`src/rtl/rss_pkg.sv`:
```
package rss_pkg;
    typedef enum logic [1:0] {
        ST_AWAKE      = 2'd0,
        ST_SLEEP_PEND = 2'd1,
        ST_SLEEP      = 2'd2,
        ST_OSC_START  = 2'd3
    } rss_state_e;

    localparam logic [2:0] END_STATE_SLEEP = 3'b000;
endpackage

```
`src/rtl/sleep_dly_timer.sv`:
```
module sleep_dly_timer #(
    parameter int DLY = 20
) (
    input  logic clk,
    input  logic rst_n,
    input  logic run,
    input  logic restart,
    output logic expired
);
    localparam int CW = (DLY < 2) ? 1 : $clog2(DLY);
    localparam logic [CW-1:0] LAST = CW'(DLY - 1);

    logic [CW-1:0] cnt_q;

    assign expired = run && !restart && (cnt_q == LAST);

    always_ff @(posedge clk or negedge rst_n) begin
        if (!rst_n)
            cnt_q <= '0;
        else if (!run || restart)
            cnt_q <= '0;
        else if (!expired)
            cnt_q <= cnt_q + 1'b1;
    end

    // an SPI edge always leaves the count at zero
    p_restart_clears_r4: assert property (@(posedge clk) disable iff (!rst_n)
        (run && restart) |=> (cnt_q == '0));
endmodule

```
`src/rtl/osc_rdy_filter.sv`:
```
module osc_rdy_filter #(
    parameter int RDY_CNT = 4
) (
    input  logic clk,
    input  logic rst_n,
    input  logic run,
    input  logic osc_rdy,
    output logic stable
);
    localparam int CW = (RDY_CNT < 2) ? 1 : $clog2(RDY_CNT);
    localparam logic [CW-1:0] LAST = CW'(RDY_CNT - 1);

    logic [CW-1:0] cnt_q;

    assign stable = run && osc_rdy && (cnt_q == LAST);

    always_ff @(posedge clk or negedge rst_n) begin
        if (!rst_n)
            cnt_q <= '0;
        else if (!run || !osc_rdy)
            cnt_q <= '0;
        else if (!stable)
            cnt_q <= cnt_q + 1'b1;
    end

    // a dropped ready restarts the consecutive run
    p_drop_resets_r8: assert property (@(posedge clk) disable iff (!rst_n)
        (!osc_rdy) |=> (cnt_q == '0));
endmodule

```
`src/rtl/wake_req_hold.sv`:
```
module wake_req_hold (
    input  logic clk,
    input  logic rst_n,
    input  logic capture,
    input  logic issue,
    input  logic tx_go,
    input  logic rx_go,
    output logic tx_start,
    output logic rx_start
);
    logic held_tx_q, held_rx_q;

    assign tx_start = issue && (held_tx_q || tx_go);
    assign rx_start = issue && !tx_start && (held_rx_q || rx_go);

    always_ff @(posedge clk or negedge rst_n) begin
        if (!rst_n) begin
            held_tx_q <= 1'b0;
            held_rx_q <= 1'b0;
        end else if (issue) begin
            held_tx_q <= 1'b0;
            held_rx_q <= 1'b0;
        end else if (capture) begin
            if (tx_go) begin
                held_tx_q <= 1'b1;
                held_rx_q <= 1'b0;
            end else if (rx_go && !held_tx_q) begin
                held_rx_q <= 1'b1;
            end
        end
    end

    // at most one start per cycle
    p_start_onehot_r10: assert property (@(posedge clk) disable iff (!rst_n)
        $onehot0({tx_start, rx_start}));
    // a held request is consumed on issue
    p_issue_clears_r10: assert property (@(posedge clk) disable iff (!rst_n)
        issue |=> (!held_tx_q && !held_rx_q));
endmodule

```
`src/rtl/radio_sleep_seq.sv`:
```
module radio_sleep_seq #(
    parameter int SLOW_CLK_KHZ = 1000,
    parameter int SLEEP_DLY    = 20,
    parameter int RDY_CNT      = 4
) (
    input  logic       clk,
    input  logic       rst_n,
    input  logic       cfg_wr,
    input  logic       cfg_force_end,
    input  logic [2:0] cfg_end_state,
    input  logic       sck_rise,
    input  logic       auto_sleep_en,
    input  logic       pkt_done,
    input  logic       tx_go,
    input  logic       rx_go,
    input  logic       osc_rdy,
    input  logic       wake_irq_en,
    input  logic       irq_clr,
    output logic       osc_en,
    output logic       core_clk_en,
    output logic       wake_irq,
    output logic       tx_start,
    output logic       rx_start
);
    import rss_pkg::*;

    localparam int MAX_DLY  = (35 * SLOW_CLK_KHZ) / 1000;
    localparam int CLMP_DLY = (SLEEP_DLY > MAX_DLY) ? MAX_DLY : SLEEP_DLY;
    localparam int EFF_DLY  = (CLMP_DLY < 1) ? 1 : CLMP_DLY;

    rss_state_e state_q, state_d;
    logic sleep_cmd, wake_req, tmr_expired, osc_stable, irq_q;

    assign sleep_cmd = (cfg_wr && cfg_force_end && (cfg_end_state == END_STATE_SLEEP))
                     || (auto_sleep_en && pkt_done);
    assign wake_req  = tx_go || rx_go;

    sleep_dly_timer #(.DLY(EFF_DLY)) u_timer (
        .clk     (clk),
        .rst_n   (rst_n),
        .run     (state_q == ST_SLEEP_PEND),
        .restart (sck_rise),
        .expired (tmr_expired)
    );

    osc_rdy_filter #(.RDY_CNT(RDY_CNT)) u_filter (
        .clk     (clk),
        .rst_n   (rst_n),
        .run     (state_q == ST_OSC_START),
        .osc_rdy (osc_rdy),
        .stable  (osc_stable)
    );

    wake_req_hold u_hold (
        .clk      (clk),
        .rst_n    (rst_n),
        .capture  (state_q != ST_AWAKE),
        .issue    (state_q == ST_AWAKE),
        .tx_go    (tx_go),
        .rx_go    (rx_go),
        .tx_start (tx_start),
        .rx_start (rx_start)
    );

    always_comb begin
        state_d = state_q;
        unique case (state_q)
            ST_AWAKE:      if (!wake_req && sleep_cmd) state_d = ST_SLEEP_PEND;
            ST_SLEEP_PEND: if (wake_req)               state_d = ST_AWAKE;
                           else if (tmr_expired)       state_d = ST_SLEEP;
            ST_SLEEP:      if (wake_req)               state_d = ST_OSC_START;
            ST_OSC_START:  if (osc_stable)             state_d = ST_AWAKE;
            default:                                   state_d = ST_AWAKE;
        endcase
    end

    always_ff @(posedge clk or negedge rst_n) begin
        if (!rst_n)
            state_q <= ST_AWAKE;
        else
            state_q <= state_d;
    end

    always_ff @(posedge clk or negedge rst_n) begin
        if (!rst_n)
            irq_q <= 1'b0;
        else if (state_q == ST_OSC_START && osc_stable && wake_irq_en)
            irq_q <= 1'b1;
        else if (irq_clr)
            irq_q <= 1'b0;
    end

    always_comb begin
        osc_en      = 1'b1;
        core_clk_en = 1'b1;
        unique case (state_q)
            ST_AWAKE:      begin osc_en = 1'b1; core_clk_en = 1'b1; end
            ST_SLEEP_PEND: begin osc_en = 1'b1; core_clk_en = 1'b1; end
            ST_SLEEP:      begin osc_en = 1'b0; core_clk_en = 1'b0; end
            ST_OSC_START:  begin osc_en = 1'b1; core_clk_en = 1'b0; end
            default:       begin osc_en = 1'b1; core_clk_en = 1'b1; end
        endcase
    end
    assign wake_irq = irq_q;

    // sleep only follows an expired pending window
    p_sleep_after_expiry_r3: assert property (@(posedge clk) disable iff (!rst_n)
        (state_q == ST_SLEEP && $past(state_q) != ST_SLEEP) |->
        ($past(state_q) == ST_SLEEP_PEND && $past(tmr_expired)));
    // wake completes only on a sampled ready oscillator
    p_wake_needs_rdy_r8: assert property (@(posedge clk) disable iff (!rst_n)
        (state_q == ST_AWAKE && $past(state_q) == ST_OSC_START) |-> $past(osc_rdy));
    // interrupt rises only on the startup-to-awake step
    p_irq_on_wake_r11: assert property (@(posedge clk) disable iff (!rst_n)
        $rose(wake_irq) |-> (state_q == ST_AWAKE && $past(state_q) == ST_OSC_START
                              && $past(wake_irq_en)));
    // the oscillator stays stopped across a held sleep
    p_sleep_stays_off_r6: assert property (@(posedge clk) disable iff (!rst_n)
        (state_q == ST_SLEEP && !tx_go && !rx_go) |=> !osc_en);
endmodule

```
`config.mk`:
```
export PLATFORM = sky130hd
export DESIGN_NAME = radio_sleep_seq
export DESIGN_NICKNAME = d
export VERILOG_FILES = /design/src/rtl/rss_pkg.sv /design/src/rtl/sleep_dly_timer.sv /design/src/rtl/osc_rdy_filter.sv /design/src/rtl/wake_req_hold.sv /design/src/rtl/radio_sleep_seq.sv
export SDC_FILE = /design/constraint.sdc
export NUM_CORES = 1
export LEC_CHECK = 0
export BUFFER_PORTS_ARGS = -buffer_cell sky130_fd_sc_hd__buf_2
export CAP_MARGIN = 15
export CORE_AREA = 2 2 39 41
export DETAILED_ROUTE_END_ITERATION = 12
export DIE_AREA = 0 0 41 43
export PLACE_DENSITY = 0.77
export SKIP_CTS_REPAIR_TIMING = 1
export SLEW_MARGIN = 25
export SYNTH_ARGS = -nofsm -noshare
export SYNTH_HDL_FRONTEND = slang
export SYNTH_HIERARCHICAL = 1
export SYNTH_SLANG_ARGS = --single-unit
```
`constraint.sdc`:
```
create_clock -name clk -period 2.2 [get_ports clk]
set_input_delay 0.22 -clock clk [delete_from_list [all_inputs] [get_ports clk]]
set_output_delay 0.22 -clock clk [all_outputs]
set_load 0.005 [all_outputs]
```
==> results of run 1 <==
## kinds of logic after synthesis
logic type	count (synthesis)
mux	2
simple gates	29
flops	12
fa+ha+maj	2
xor+xnor	4
compound gates	11
buf+inv	6
## layout make-up
type | count | area (sq um) | area share
timing repair buffer | 20 | 105 | 0.132
tap | 16 | 20.0 | 0.0251
multi-input combinational | 48 | 328 | 0.411
clock buffer | 3 | 22.5 | 0.0282
inverter | 6 | 22.5 | 0.0282
sequential | 12 | 300 | 0.376
## synthesized netlist by cell type
| master | number | area [sq um] |
|---|---|---|
| mux2i_1 | 2 | 20.0 |
| and4bb_2 | 1 | 12.5 |
| inv_1 | 6 | 22.5 |
| nor4_2 | 1 | 12.5 |
| nand2_1 | 2 | 7.51 |
| and2_1 | 1 | 6.26 |
| nor2b_1 | 1 | 6.26 |
| nand2b_1 | 2 | 12.5 |
| xor2_1 | 3 | 26.3 |
| and3_2 | 1 | 7.51 |
| a31oi_1 | 2 | 12.5 |
| a221o_1 | 1 | 10.0 |
| nand4b_1 | 1 | 8.76 |
| a32o_1 | 1 | 10.0 |
| a21oi_1 | 3 | 15.0 |
| nand3_1 | 2 | 10.0 |
| xnor2_1 | 1 | 8.76 |
| ha_1 | 2 | 25.0 |
| nor4_1 | 1 | 6.26 |
| o21ai_0 | 2 | 10.0 |
| or2b_1 | 1 | 7.51 |
| o21a_1 | 1 | 7.51 |
| nor2_1 | 12 | 45.0 |
| and2b_2 | 1 | 8.76 |
| nand3b_1 | 1 | 7.51 |
| dfrtp_1 | 12 | 300 |
| a221oi_2 | 1 | 15.0 |
| nor4b_1 | 1 | 8.76 |
## registers in the layout (all words and copies together) (netlist names), named ones only
name,count
state_q,1
u_hold/held_tx_q,1
u_filter/cnt_q,2
u_timer/cnt_q,5
u_hold/held_rx_q,1
wake_irq,1
## worst max-delay path: stages (launching register included)
cell and delay [ps]:
dfrtp_1 460, nor2_1 290, nor4b_1 250, buf_2 150
## power breakdown
part / internal [W] / switching, W / total (W)
logic: 0.0000690 / 0.0000749 / 0.000144
clock network: 0.0000633 / 0.0000675 / 0.000131
registers: 0.000244 / 0.0000266 / 0.000270
total: 0.000376 / 0.000169 / 0.000545
## cell usage in the layout, fill, tap and decap left out
master / n
buf_2: 19
o21ai_0: 2
a221oi_2: 1
clkbuf_4: 3
nand2_1: 2
xor2_1: 3
nand3_1: 2
xnor2_1: 1
and2_1: 1
a31oi_1: 2
nor4_2: 1
dlygate4sd3_1: 1
o21a_1: 1
nor2_1: 12
nand2b_1: 2
inv_1: 6
and3_2: 1
ha_1: 2
nand3b_1: 1
a32o_1: 1
nand4b_1: 1
a21oi_1: 3
or2b_1: 1
and4bb_2: 1
and2b_2: 1
dfrtp_1: 12
nor4_1: 1
mux2i_1: 2
a221o_1: 1
nor2b_1: 1
nor4b_1: 1
## metrics by stage
step	cell area, sq um	total power, W	setup slack (ps)
2_1_floorplan	651	0.000367	869
3_3_place_gp	766	0.000413	820
3_5_place_dp	766	0.000417	758
4_1_cts	788	0.000551	549
5_1_grt	798	0.000582	478
6_report	798	0.000545	567
## per-layer routing
| layer | routed length [um] | vias up | GRT usage |
|---|---|---|---|
| met1 | 525 | 256 | 0.222 |
| met3 | 60 | 2 | 0.0471 |
| li1 | - | 281 | - |
| met5 | 0 | - | 0 |
| met4 | 17 | 0 | 0.0600 |
| met2 | 617 | 15 | 0.253 |
## worst max path at each step
stage | startpoint | endpoint | slack [ps] | cells past startpoint
floorplan | u_timer/cnt_q[0]$_DFFE_PN0P_ | state_q[0]$_DFFE_PN0P_ | 870 | 7
global placement | u_timer/cnt_q[0]$_DFFE_PN0P_ | state_q[0]$_DFFE_PN0P_ | 820 | 7
detailed placement | u_timer/cnt_q[0]$_DFFE_PN0P_ | state_q[0]$_DFFE_PN0P_ | 760 | 7
CTS | register | rx_start | 550 | 3
global route | register | rx_start | 480 | 3
finish | register | rx_start | 570 | 3
==> reports/metrics.cfg, run 1 <==
[hold_path]
hp-class=in2reg
hold_end=u_filter/cnt_q[1]$_DFFE_PN0P_
min_from=osc_rdy
min_path_cells=3

[route]
dr.first_iter.drc_count=7
ant_nets=0
drc=0
finalWirelength_um=1220
wl_per_cell_um=11.6
dr_total_vias=554
first_pass_iters=4
viasPerCell=5.28

[cts]
root_buffer=clkbuf_4
numCtsBuffers=3
cts_max_path_buffers=2
clk_pin_slew_ps=70
cts_tree=built
cts.sinks=12
htreeDepth=1
clock_latency_ps=270

[logic_synthesis]
synth_compound_area_frac=0.123
ys.warnings.count=6
syn_avg_cell_area_sq_um=9.86
synth_cell_types=28
synth_cells=66
synth_nets=83
synthSimpleGateAreaFrac=0.258
synthXorXnorAreaFrac=0.0538
ys_seq_elements=12
synthAdderAreaFrac=0.0385
seq_area_frac_synth=0.462
syn_area_sq_um=651
synthMuxAreaShare=0.0308
synth_top_family_by_area=simple AND/OR/NAND/NOR gates

[timing]
fmax_mhz=613
rsz0062_at_grt=false
max_slew.worst_pin.slew_ps=305
period_minus_slack_ps=1630
slew_headroom=0.796
finalHoldViolations=0
maxSlewViolCount=0
setup_viol=0
tns_ps=0
final.setup_skew_ps=2.55
min_period_over_period=0.742
holdWs_ps=198

[grt]
overflow=0
antenna_found_initial=0
grt_start_max_net_pins=13
grt_usage=0.168
grt_pass1_vias=502
grt_pass1_wl_um=2020

[final_layout]
fill_cells=132
final_core_util=0.577
fin_nets=108
final_layout_size_suffix_gt1_frac=0.303
diodes=0
stdcell_count=105
syn2layout_area_growth_pct=22.7

[place]
place.gp.congestion=0.703
dp.cells=101
dp_hpwl_um=915
io_buffers=19

[floorplan]
core_sq_mm=0.00138
die-area_sq_mm=0.00176
start_util=0.470
io_pins=20
row_count=14
die_w_um=41
die_y_um=43

[run_status]
run_status=finished clean

[setup_path]
r2r_slack_ps=740
r2r-start=u_timer/cnt_q[0]$_DFFE_PN0P_
worstSetupStartpointType=register
cp.arrival_ps=1410
critPathRequiredTime_ps=1980
crit_fanout=8
rr_endpoint=state_q[0]$_DFFE_PN0P_
critPathKind=reg2out
endpoint_kind=output pin
worstRegToRegCells=7

[pwr]
irDropWorstVdd_mv=0.453
leakagePower_nw=0.390
power.density_mw_per_mm2=683

[run]
cap_violations=0

Note: power is estimated with default switching activity, not from simulation.
==> run 2: changes to the inputs <==
- CORE_AREA: 2 2 39 41 -> unset
- CORE_UTILIZATION: unset -> 43
- DIE_AREA: 0 0 41 43 -> unset
- PLACE_DENSITY: 0.77 -> 0.72
- clock period: 2.2 -> 1.4 ns (I/O delays scaled with it)
==> reports/metrics.cfg, run 2 (same netlist as run 1, synthesis figures left out) <==
[run_status]
run_status=finished clean

[timing]
period_minus_slack_ps=1330
setup_viol=0  ; unchanged
holdWs_ps=121  ; -77.4 ps
fmax_mhz=753
maxSlewViolCount=0  ; unchanged
min_period_over_period=0.948
final.setup_skew_ps=6.44  ; +3.89 ps
max_slew.worst_pin.slew_ps=278  ; -26.9 ps
slew_headroom=0.814  ; +0.0187
finalHoldViolations=0  ; unchanged

[final_layout]
fin_area_sq_um=901  ; +13%
diodes=0  ; unchanged
largest_reg_flops=5  ; unchanged
fill_cells=123  ; -6.8%
reg_top3=u_timer/cnt_q x5, u_filter/cnt_q x2
fin_nets=114  ; +5.6%
final_layout_size_suffix_gt1_frac=0.417  ; +0.113
final_core_util=0.667  ; +0.0904
layout_commonest_cell=buf_2
syn2layout_area_growth_pct=38.5
final_cell_mix=buf_2 (19), dfrtp_1 (11), nor2_1 (10), inv_1 (6), buf_4 (6)
largest_register=u_timer/cnt_q

[grt]
grt_pass1_wl_um=1770  ; -13%
antenna_found_initial=0  ; unchanged
grt_pass1_vias=450  ; -10%
grt_usage=0.170  ; +0.00201
grt_start_max_net_pins=13  ; unchanged
overflow=0  ; unchanged

[setup_path]
cp.arrival_ps=1190  ; -220 ps
critPathRequiredTime_ps=1260  ; -720 ps
timing.critical_path.buf_inv=2  ; +1
endpoint_kind=output pin
critPathKind=reg2out
crit_fanout=4  ; -4
crit_chain=nor2_4 > buf_4 > o21a_1 > buf_2
worstSetupStartpointType=register
max_stage_delay_ps=440  ; -20 ps
cp_top_family=flip-flops
cp_slowest_cell=dfrtp_1

[place]
dpl-instance-area_sq_um=802  ; +4.7%
place.gp.congestion=0.629  ; -11%
io_buffers=19  ; unchanged
dp_hpwl_um=989  ; +8.0%

[route]
dr.first_iter.drc_count=9  ; +2
dr_total_vias=595  ; +7.4%
drc=0  ; unchanged
finalWirelength_um=1450  ; +19%
viasPerCell=5.36  ; +1.6%
ant_nets=0  ; unchanged
first_pass_iters=4  ; unchanged
wl_per_cell_um=13.0  ; +12%

[run]
cap_violations=0  ; unchanged

[floorplan]
io_pins=20  ; unchanged
die_y_um=40.9  ; -4.9%
core_sq_mm=0.00135  ; -2.4%
die_w_um=40.9  ; -0.24%
die-area_sq_mm=0.00167  ; -5.1%
row_count=13  ; -1
start_util=0.482  ; +0.0118

[pwr]
power.density_mw_per_mm2=1130  ; +66%
irDropWorstVdd_mv=0.704  ; +55%
total_power_w=0.00102  ; +87%
leakagePower_nw=0.436  ; +12%

[cts]
htreeDepth=1  ; unchanged
root_buffer=clkbuf_4
cts_max_path_buffers=2  ; unchanged
cts.sinks=12  ; unchanged
numCtsBuffers=3  ; unchanged
clk_pin_slew_ps=80  ; about the same
cts_tree=built
clock_latency_ps=280  ; about the same

[hold_path]
hp-class=in2reg

run 2: worst paths after layout:
check,cells after the start,slack (ps),end,from
min in group asynchronous,2,270,u_timer/cnt_q[2]$_DFFE_PN0P_,rst_n
max,4,70,tx_start,register
max reg2reg,7,80,state_q[0]$_DFFE_PN0P_,u_timer/cnt_q[0]$_DFFE_PN0P_
min reg2reg,1,510,wake_irq$_DFFE_PN0P_,wake_irq$_DFFE_PN0P_
max in group asynchronous,2,900,state_q[0]$_DFFE_PN0P_,rst_n
min,3,120,u_filter/cnt_q[0]$_DFFE_PN0P_,osc_rdy
run 2: worst register-to-register path, delay by kind of cell (launching register included):
kind | cells | cell delay (ps)
adders and majority gates | 1 | 170
buffers and inverters | 1 | 50
AOI/OAI and AO/OA | 1 | 110
DFF | 1 | 420
and+or+nand+nor | 4 | 460
run 2: where the power goes:
part	leakage (nW)	total, W	switching [W]	internal [W]
Sequential	0.164	0.000442	0.0000571	0.000385
Combinational	0.251	0.000296	0.000139	0.000157
Clock	0.0210	0.000280	0.000122	0.000158
Total	0.436	0.00102	0.000317	0.000701
run 2: cell type report:
type / count / area, sq um / area share
sequential: 12 / 302 / 0.335
inverter: 6 / 22.5 / 0.0250
clock buffer: 4 / 36.3 / 0.0403
multi-input combinational: 48 / 372 / 0.412
tap: 15 / 18.8 / 0.0208
timing repair buffer: 26 / 150 / 0.167
run 2: per-layer routing:
layer,up-vias,wire length [um],track usage,share of wire
li1,293,-,-,-
met1,279,614,0.218,0.42
met2,21,760,0.262,0.53
met3,2,69,0.0978,0.048
met4,0,3,0,0.0021
met5,-,0,0,0
run 2: per-stage QoR:
stage / instances / setup TNS, ps / setup slack (ps)
after CTS: 109 / -41.8 / -37.8
final: 111 / 0 / 72.8
after detailed placement: 105 / 0 / 3.58
after global placement: 105 / 0 / 73.0
after global routing: 111 / -0.957 / -0.957
after floorplan: 66 / 0 / 68.8
==> run 3: changes to the inputs <==
- CORE_UTILIZATION: 43 -> 48
- CTS_CLUSTER_DIAMETER: unset -> 120
- PLACE_DENSITY: 0.72 -> 0.75
- SYNTH_HIERARCHICAL: 1 -> unset
- clock period: 1.4 -> 1.25 ns (I/O delays scaled with it)
==> reports/metrics.cfg, run 3 <==
[route]
ant_nets=0  ; unchanged
first_pass_iters=3  ; -1
dr_total_vias=566  ; -4.9%
dr.first_iter.drc_count=4  ; -5
wl_per_cell_um=12.5  ; -4.2%
viasPerCell=5.29  ; -1.3%
drc=0  ; unchanged
finalWirelength_um=1340  ; -7.7%

[setup_path]
cp_slowest_cell=dfrtp_2
crit_chain=nor2_4 > o21ai_2 > nor3_2 > buf_2
worstSetupStartpointType=register
cp.arrival_ps=1170  ; -20 ps
rr_endpoint=state_q[0]$_DFFE_PN0P_
max_stage_delay_ps=450  ; about the same
cp-endpoint=rx_start
critPathRequiredTime_ps=1120  ; -140 ps
critPathKind=reg2out
crit_fanout=5  ; +1
r2r_slack_ps=60  ; -20 ps
startpoint=state_q[0]$_DFFE_PN0P_
endpoint_kind=output pin
worstRegToRegCells=4  ; -3

[logic_synthesis]
synth_cells=65  ; -1.5%
seq_area_frac_synth=0.455  ; -0.00613
yosys.area.top_type_share=0.455  ; -0.00613
yosysMostFrequentCell=dfrtp_1
ys.flop_type=dfrtp_1
async_flop_share=1.00  ; unchanged
synth_edf_count=0  ; unchanged
synth_nets=82  ; -1.2%
syn_avg_cell_area_sq_um=10.1  ; +2.9%
synth.area.top_cells=dfrtp_1 (46%), nor2_1 (4.6%), xor2_1 (4.0%)
synth_area_leader_cell=dfrtp_1
ys_seq_elements=12  ; unchanged
synth_cell_types=27  ; -3.6%
ys_top_cells_by_count=dfrtp_1 (12), nor2_1 (8), nand2_1 (6)
ys.warnings.count=0  ; -6
syn_area_sq_um=659  ; +1.3%

[timing]
min_period_over_period=1.03
period_minus_slack_ps=1290
max_slew.worst_pin.slew_ps=252  ; -26.5 ps
fmax_mhz=775
slew_headroom=0.830  ; +0.0153
rsz0062_at_grt=true
final.setup_skew_ps=2.96  ; -3.48 ps
maxSlewViolCount=0  ; unchanged
setup_slack_ps=-40.5  ; -113 ps
finalHoldViolations=0  ; unchanged
holdWs_ps=62.7  ; -58.3 ps
setup_viol=1  ; +1

[final_layout]
syn2layout_area_growth_pct=34.9
final_layout_size_suffix_gt1_frac=0.452  ; +0.0349
final_cell_mix=buf_2 (19), dfrtp_1 (10), nor2_1 (7), nand2_1 (6), buf_4 (6)
reg_top3=u_timer.cnt_q x5, u_filter.cnt_q x2
stdcell_count=107  ; -3.6%
largest_reg_flops=5  ; unchanged
diodes=0  ; unchanged
layout_commonest_cell=buf_2
fin_nets=111  ; -2.6%
final_core_util=0.750  ; +0.0827
largest_register=u_timer.cnt_q

[grt]
grt_start_max_net_pins=13  ; unchanged
grt_pass1_vias=521  ; +16%
grt_pass1_wl_um=2040  ; +16%
overflow=0  ; unchanged
antenna_found_initial=0  ; unchanged
grt_usage=0.204  ; +0.0347

[place]
place.gp.congestion=0.791  ; +26%
pre_cts_ws_ps=24.1  ; +20.6 ps
dp_hpwl_um=983  ; -0.60%
io_buffers=19  ; unchanged
dp.cells=98  ; -6.7%

[floorplan]
row_count=12  ; -1
start_util=0.556  ; +0.0740
die-area_sq_mm=0.00153  ; -8.8%
die_y_um=39.1  ; -4.5%
io_pins=20  ; unchanged
die_w_um=39.1  ; -4.5%
core_sq_mm=0.00119  ; -12%

[cts]
cts_tree=built
cts_max_path_buffers=2  ; unchanged
htreeDepth=1  ; unchanged
numCtsBuffers=3  ; unchanged
root_buffer=clkbuf_4
clk_pin_slew_ps=70  ; about the same
clock_latency_ps=270  ; about the same
cts.sinks=12  ; unchanged

[pwr]
total_power_w=0.000801  ; -21%
power.density_mw_per_mm2=900  ; -20%
irDropWorstVdd_mv=0.799  ; +14%
leakagePower_nw=0.401  ; -8.0%

[run_status]
violations=negative setup slack
run_status=finished, violations left

[hold_path]
hp-class=in2reg
min_from=irq_clr

[run]
cap_violations=0  ; unchanged

==> run 3: kinds of logic after synthesis <==
family / after synthesis / synth area share
mux: 1 / 0.0152
buf+inv: 5 / 0.0417
compound gates: 10 / 0.125
flops: 12 / 0.455
xor+xnor: 5 / 0.0664
simple gates: 30 / 0.258
fa+ha+maj: 2 / 0.0379
==> run 3: per-layer routing <==
layer  global-route usage  vias up  part of all wire
met2                0.363       12              0.55
met3               0.0173        2             0.028
met5                    0        -                 0
met4                0.129        0            0.0090
li1                     -      287                 -
met1                0.231      265              0.42
==> run 3: cell type report <==
type	instances	area (sq um)
multi-input combinational	48	372
sequential	12	303
fill	89	297
timing repair buffer	26	150
clock buffer	4	36.3
tap	14	17.5
inverter	3	11.3
==> run 3: through the flow <==
stage / instance area, sq um / setup TNS (ps)
3_3_place_gp: 771 / 0
3_5_place_dp: 771 / 0
6_report: 890 / -40.5
2_1_floorplan: 659 / 0
5_1_grt: 890 / -112
4_1_cts: 807 / -244
==> run 3: worst min-delay path by stage <==
stage	slack (ps)	cells past startpoint	endpoint
final	60	2	wake_irq$_DFFE_PN0P_
after global placement	20	1	state_q[0]$_DFFE_PN0P_
after detailed placement	20	1	state_q[0]$_DFFE_PN0P_
after CTS	-280	1	u_hold.held_tx_q$_DFFE_PN0N_
after floorplan	-170	0	asynchronous set/reset pin
after global routing	60	2	wake_irq$_DFFE_PN0P_
==> run 3: worst max-delay path: cells and delay by family (launching register included) <==
kind	cells	cell delay, ps
flops	1	450
simple gates	2	260
buf+inv	1	120
compound gates	1	60
==> run 3: where the power goes <==
part	internal (W)	switching, W	total [W]
Combinational	0.0000506	0.0000498	0.000100
Clock	0.000177	0.000122	0.000299
Sequential	0.000394	0.00000751	0.000402
Total	0.000622	0.000179	0.000801
